### config.mk
export PLATFORM = sky130hd
export DESIGN_NAME = perr_inject_ctrl
export DESIGN_NICKNAME = d
export VERILOG_FILES = /design/src/rtl/perr_pkg.sv /design/src/rtl/perr_csr.sv /design/src/rtl/perr_arm_cell.sv /design/src/rtl/perr_lane.sv /design/src/rtl/perr_inject_ctrl.sv
export SDC_FILE = /design/constraint.sdc
export NUM_CORES = 1
export LEC_CHECK = 0
export ABC_AREA = 1
export ABC_CLOCK_PERIOD_IN_PS = 1100
export BUFFER_PORTS_ARGS = -buffer_cell sky130_fd_sc_hd__buf_4
export CELL_PAD_IN_SITES_DETAIL_PLACEMENT = 0
export CELL_PAD_IN_SITES_GLOBAL_PLACEMENT = 1
export CORE_UTILIZATION = 38
export CTS_BUF_LIST = sky130_fd_sc_hd__clkbuf_8
export CTS_CLUSTER_DIAMETER = 120
export CTS_CLUSTER_SIZE = 25
export DETAILED_ROUTE_END_ITERATION = 6
export PLACE_DENSITY_LB_ADDON = 0.25
export SYNTH_ARGS = -nofsm -noshare
export SYNTH_HDL_FRONTEND = slang
export SYNTH_SLANG_ARGS = --single-unit
### constraint.sdc
create_clock -name clk -period 1.1 [get_ports clk]
set_input_delay 0.11 -clock clk [delete_from_list [all_inputs] [get_ports clk]]
set_output_delay 0.11 -clock clk [all_outputs]
set_load 0.02 [all_outputs]
### src/rtl/perr_pkg.sv
package perr_pkg;
  localparam int NUM_KINDS = 4;   // command/data x isochronous/best-effort
  localparam int KIND_W    = 2;

  typedef enum logic [KIND_W-1:0] {
    KIND_ISO_CMD = 2'd0,
    KIND_ISO_DAT = 2'd1,
    KIND_BE_CMD  = 2'd2,
    KIND_BE_DAT  = 2'd3
  } kind_e;

  // kind index from class tag and beat type
  function automatic kind_e kind_of(input logic iso, input logic data);
    return kind_e'({~iso, data});
  endfunction
endpackage

### src/rtl/perr_csr.sv
module perr_csr #(
  parameter int PAIRS = 16,
  localparam int REG_W = 2 * PAIRS
) (
  input  logic             clk,
  input  logic             rst,
  input  logic             wr_en,
  input  logic [REG_W-1:0] wdata,
  input  logic [PAIRS-1:0] hw_done,
  output logic [REG_W-1:0] reg_q
);
  logic [REG_W-1:0] reg_d;

  always_comb begin
    reg_d = wr_en ? wdata : reg_q;
    // hardware completion wins over a concurrent software write
    reg_d[REG_W-1:PAIRS] = reg_d[REG_W-1:PAIRS] | hw_done;
  end

  always_ff @(posedge clk) begin
    if (rst) reg_q <= '0;
    else     reg_q <= reg_d;
  end
endmodule

### src/rtl/perr_arm_cell.sv
module perr_arm_cell (
  input  logic clk,
  input  logic rst,
  input  logic en,
  input  logic done,
  input  logic qualify,
  input  logic persist,
  output logic fire
);
  logic en_prev;
  logic armed;
  logic arm_now;

  // arm on an enable rising edge seen while done is clear
  assign arm_now = armed | (en & ~en_prev & ~done);
  assign fire    = qualify & en & (persist | arm_now);

  always_ff @(posedge clk) begin
    if (rst) begin
      en_prev <= 1'b0;
      armed   <= 1'b0;
    end else begin
      en_prev <= en;
      armed   <= en & arm_now & ~fire;
    end
  end
endmodule

### src/rtl/perr_lane.sv
module perr_lane (
  input  logic clk,
  input  logic rst,
  input  logic par_in,
  input  logic flip,
  output logic par_out
);
  always_ff @(posedge clk) begin
    if (rst) par_out <= 1'b0;
    else     par_out <= par_in ^ flip;
  end
endmodule

### src/rtl/perr_inject_ctrl.sv
module perr_inject_ctrl #(
  parameter int PORTS = 4,
  localparam int PAIRS = PORTS * perr_pkg::NUM_KINDS,
  localparam int REG_W = 2 * PAIRS
) (
  input  logic             clk,
  input  logic             rst,
  input  logic             csr_wr_en,
  input  logic [REG_W-1:0] csr_wdata,
  output logic [REG_W-1:0] csr_rdata,
  input  logic             mode_persist,
  input  logic [PORTS-1:0] beat_valid,
  input  logic [PORTS-1:0] beat_ready,
  input  logic [PORTS-1:0] beat_iso,
  input  logic [PORTS-1:0] beat_data,
  input  logic [PORTS-1:0] parity_in,
  output logic [PORTS-1:0] parity_out
);
  import perr_pkg::*;

  logic [REG_W-1:0] reg_q;
  logic [PAIRS-1:0] fire;
  logic [PORTS-1:0] flip;

  perr_csr #(.PAIRS(PAIRS)) u_csr (
    .clk(clk), .rst(rst), .wr_en(csr_wr_en), .wdata(csr_wdata),
    .hw_done(fire), .reg_q(reg_q)
  );

  assign csr_rdata = reg_q;

  for (genvar k = 0; k < NUM_KINDS; k++) begin : g_kind
    for (genvar p = 0; p < PORTS; p++) begin : g_port
      localparam int IDX = k * PORTS + p;
      logic qual;
      assign qual = beat_valid[p] & beat_ready[p] &
                    (kind_of(beat_iso[p], beat_data[p]) == kind_e'(k));
      perr_arm_cell u_cell (
        .clk(clk), .rst(rst),
        .en(reg_q[IDX]), .done(reg_q[PAIRS + IDX]),
        .qualify(qual), .persist(mode_persist),
        .fire(fire[IDX])
      );
    end
  end

  always_comb begin
    flip = '0;
    for (int p = 0; p < PORTS; p++)
      for (int k = 0; k < NUM_KINDS; k++)
        flip[p] = flip[p] | fire[k*PORTS + p];
  end

  for (genvar p = 0; p < PORTS; p++) begin : g_lane
    perr_lane u_lane (
      .clk(clk), .rst(rst), .par_in(parity_in[p]),
      .flip(flip[p]), .par_out(parity_out[p])
    );
  end
endmodule

== Yosys cells after proc, flatten, opt, wreduce, memory -nomap -nowiden ==
Cells that the tools add are included.
Cells by class
  equality and inequality tests: 12
  muxes and demuxes: 1
  bitwise logic cells: 217
  reduce and logical (&&, ||, !) cells: 4
Operators by type and width (count)
  1-bit AND: 116
  1-bit NOT: 52
  1-bit bitwise OR: 44
  32-bit two-way mux: 1
  2-bit == test, second input constant: 8
  16-bit bitwise OR: 1
  2-bit by 1-bit == test with 1-bit output, second input constant: 4
  2-bit zero test: 4
  1-bit bitwise XOR: 4
Storage, ports and cells
  register bits after elaboration: 68
  bits of input ports: 56
  word-level logic and storage cells: 272

== Longest topological paths before layout ==
  word-level depth: 10
  depth in mapped cells: 10

== By module ==
A second synthesis with hierarchy kept.
Unflattened totals
  cells, all modules: 541
  area, all modules: 3513.4 µm²
Modules (own cells, without submodules)
  perr_arm_cell: times used 16, cells each 17, area each 111.4 µm², seq. area each 40.0 µm²
  perr_csr: times used 1, cells each 189, area each 1366.3 µm², seq. area each 640.6 µm²
  perr_inject_ctrl: times used 1, cells each 56, area each 210.2 µm², seq. area each 0.0 µm²
  perr_lane: times used 4, cells each 6, area each 38.8 µm², seq. area each 20.0 µm²

== Least setup slack after synthesis ==
Ideal clock, no wire load.
  kind: reg2reg
  from: register u_csr.reg_q[2]
  to: register g_lane[2].u_lane.par_out
  data arrival time: 0.886 ns
  required time: 0.987 ns
  path slack: 0.102 ns
  stages on the path, launching flop included: 8
  path buffers: 0
  period minus slack after synthesis: 0.998 ns
  path through: dfxtp_1 > inv_1 > nor3_1 > nand2_1 > nand2_1 > nor2_2 > nor2_1 > nor2_1
Between the ends
  cells in the longest elaborated chain, start to end: 9
Ends and longest elaborated chain
  from (decl): line perr_csr.sv:10  | output logic [REG_W-1:0] reg_q
  from (signal assigned): line perr_csr.sv:22  | else reg_q <= reg_d;
  1-bit AND (2 in series): line perr_arm_cell.sv:15  | assign arm_now = armed | (en & ~en_prev & ~done);
  1-bit bitwise OR: line perr_arm_cell.sv:15
  1-bit bitwise OR: line perr_arm_cell.sv:16  | assign fire = qualify & en & (persist | arm_now);
  1-bit AND (*): line perr_arm_cell.sv:16
  1-bit bitwise OR (*) (3 in series): line perr_inject_ctrl.sv:51  | flip[p] = flip[p] | fire[k*PORTS + p];
  1-bit bitwise XOR (*): line perr_lane.sv:10  | else par_out <= par_in ^ flip;
  to (signal assigned): line perr_lane.sv:10
  to (decl): line perr_lane.sv:6  | output logic par_out
Mark *: on every way between the ends. The rest lies on a longest branch, timed or not.
A chain may end at the register's enable or synchronous reset.

== Worst setup path in the final report ==
  from: register u_csr.reg_q[30]
  to: register g_lane[2].u_lane.par_out
Between the ends
  cells in the longest elaborated chain, start to end: 7
Ends and longest elaborated chain (line)
  1-bit NOT: perr_arm_cell.sv:15
  1-bit AND: perr_arm_cell.sv:15
  1-bit bitwise OR: perr_arm_cell.sv:15
  1-bit bitwise OR: perr_arm_cell.sv:16
  1-bit AND: perr_arm_cell.sv:16
  1-bit bitwise OR: perr_inject_ctrl.sv:51
  1-bit bitwise XOR: perr_lane.sv:10
No other way between the ends.

==> run metrics <==
status=complete, no violations; area grow syn2layout=34.4%; class of the worst hold path=in2reg; utilization after layout=0.525; final hold vios=0; DRT Pass-1 Iters=4; Worst-Skew Late Latency=0.33 ns; total CTS buffers=9; CP max stage cell=dfxtp_2; Sink Count=68; Non-Filler Instances=approximately 650; critical path cell sequence=nand3b_1 -> nand3_1 -> nand2_1 -> nand2_1 -> nor2_2 -> nand2_1 -> nand2_1 -> nor2_1; highest routed layer=met4; die area=between 0.008 and 0.009 sq mm; clk root buf=clkbuf_8; Final Max Slew Viols=0; CP required=between 1 and 1.5 ns; Starting Density=0.391; worst clock skew=between 0.007 and 0.008 ns; Worst Setup End Kind=flop; first-pass GRT wire length=roughly 12 mm; Final Total Pwr=roughly 5.7 mW; Placement Cell Area=approximately 0.0039 sq mm; Lkg Pwr=between 2 and 2.5 nW; met3 WL=just under 400 um; IO Port Bufs=91; largest net degree at the start of global routing=30; peak supply drop=roughly 0.54 mV; Finish-stage setup viols=0; I/O pins=92; min Tclk post-route=approximately 1.1 ns; routability cong.=roughly 0.73; Seq cells post-synth=slightly below 70; worst path arrival time=1.33 ns; Synth Area per Inst=between 7 and 8 sq um; met2 WL post-DR=3.40 mm; pwr/cell area=approximately 1300 mW/mm^2; mapped cell area=between 0.003 and 0.004 sq mm; # diodes=0; syn_nets=between 400 and 500; CP bufs+invs=0; post-synthesis sequential area ratio=0.426; initial antenna violation count=0; vias in the first global route=approximately 2,700; Setup WS post-layout=0.00401 ns; CTS tree=done; share of cells above drive strength 1=0.395; Clock Path Buffers=2; antenna viol nets, final=0; post-route cell area=0.00429 sq mm; final net count=roughly 600; # hold bufs at CTS=0; Yosys Warn Count=0; Vias=2,940; CP top delay family=simple AND/OR/NAND/NOR gates; grt ovf=0; startpoint types=flop; RSZ-0062 raised after global routing=yes; pre-CTS WS=around 0.0095 ns; final worst-path cycle share=0.996; Most Frequent Cell on Critical Path=nand2_1; Tot GR Track Use=0.173; post-DP HPWL=5.33 mm; max incr delay on CP=between 0.3 and 0.4 ns; Placed Cells=between 600 and 700; post-route DRC violation count=0; Synth cell types=23; Reg clk slew, reported paths=0.07 ns; Via density=about 4.5; actual slew at the worst max-slew pin=roughly 0.28 ns; Total Routed Length=between 7 and 8 mm; Die Span Y=between 90 and 100 um; Initial DRC Count=just under 70; fmax=between 900 and 1000 MHz; Slew headroom=0.816; post-synthesis cell count=roughly 440; fillcell total=864; max_cap viols=0; row count=33; area of the core=a little over 0.008 sq mm; H-tree levels=3; Die Wd=93.7 um; critical path class=reg2reg; Worst Path Max Fanout=2; Avg WL per Cell=between 10 and 15 um; wire length on met1=about 3.5 mm
## state kept, by name, indices dropped and copies added (netlist names)
| register | count |
|---|---|
| u_csr.reg_q | 32 |
| g_kind.g_port.u_cell.en_prev | 16 |
| g_lane.u_lane.par_out | 4 |
| g_kind.g_port.u_cell.armed | 16 |
## synthesized netlist by cell type
cell type	n	area, sq um
inv_1	64	240
clkinv_1	1	3.75
a31oi_1	8	50.1
buf_2	6	30.0
buf_8	1	15.0
bufbuf_8	1	18.8
inv_2	10	37.5
buf_4	36	270
nor2_1	37	139
nand3_1	22	110
nor3_1	10	50.1
nor2_2	4	25.0
nand3_2	2	20.0
nand3b_1	8	60.1
nand2_1	82	308
clkbuf_1	1	3.75
a21oi_1	40	200
buf_6	5	56.3
o21ai_1	23	115
nor3_2	2	20.0
o21ai_0	8	40.0
nand2_2	3	18.8
dfxtp_1	68	1360
## layout make-up
class / count / area [sq um] / area share
well taps: 105 / 131 / 0.0306
flip-flops and latches: 68 / 1400 / 0.326
clock buffers: 10 / 138 / 0.0321
repair buffers: 137 / 1080 / 0.251
multi-input cells: 249 / 1210 / 0.282
inverters: 75 / 282 / 0.0656
clock inverters: 5 / 53.8 / 0.0125
## cells by family after synthesis
logic type      Yosys count  share of synthesized area
flops                    68                      0.426
compound gates           79                      0.127
buf+inv                 125                      0.212
simple gates            170                      0.235
## cells in the final DEF (no fill, tap or decap)
cell type / instances
buf_4: 133
nand2_1: 80
inv_1: 65
a21oi_1: 40
dfxtp_1: 38
nor2_1: 37
dfxtp_2: 30
o21ai_1: 23
nand3_1: 19
inv_2: 11
clkbuf_8: 10
nor3_2: 9
o21ai_0: 8
nand3b_1: 8
a31oi_1: 8
nand2_2: 5
nand3_2: 5
nor2_2: 4
buf_12: 4
nor3_1: 3
clkinvlp_4: 2
bufinv_16: 1
clkinv_2: 1
## power breakdown
part	internal (mW)	leakage [nW]	switching [mW]	total (mW)
combinational	0.481	1.34	0.513	0.993
clock	1.08	0.0956	0.932	2.02
sequential	2.60	0.569	0.0673	2.67
## metrics by stage
stage / hold slack [ns] / setup TNS [ns]
CTS: 0.0194 / 0
finish: 0.0335 / 0
global route: 0.0296 / -0.227
detailed placement: 0.382 / 0
floorplan: 0.269 / 0
global placement: 0.375 / 0
## timing repair
item	CTS	global route
gates resized for setup	1	42
pin swaps	0	9
buffers inserted	0	16
endpoints found under the setup margin	1	9
## routing by layer
| metal | GRT usage | up-vias |
|---|---|---|
| met5 | 0 | - |
| met3 | 0.0332 | 8 |
| met2 | 0.284 | 71 |
| met1 | 0.219 | 1312 |
| met4 | 0.0833 | 0 |
| li1 | - | 1549 |
## worst paths after layout
kind / from / end / slack [ns] / depth (start not counted)
worst max register to register: u_csr.reg_q[30] / g_lane[2].u_lane.par_out / 0.004 / 8
worst min register to register: g_kind[2].g_port[2].u_cell.armed / g_kind[2].g_port[2].u_cell.armed / 0.45 / 2
worst min-delay path: csr_wdata[7] / u_csr.reg_q[7] / 0.03 / 3
worst max-delay path: u_csr.reg_q[30] / g_lane[2].u_lane.par_out / 0.004 / 8
## worst reg2reg max path, stage by stage, from the launching register on
cell      delay (ns)
dfxtp_2         0.32
nand3b_1        0.14
nand3_1         0.09
nand2_1         0.09
nand2_1         0.09
nor2_2          0.12
nand2_1         0.05
nand2_1         0.05
nor2_1          0.04
(Power assumes the default switching activity.)
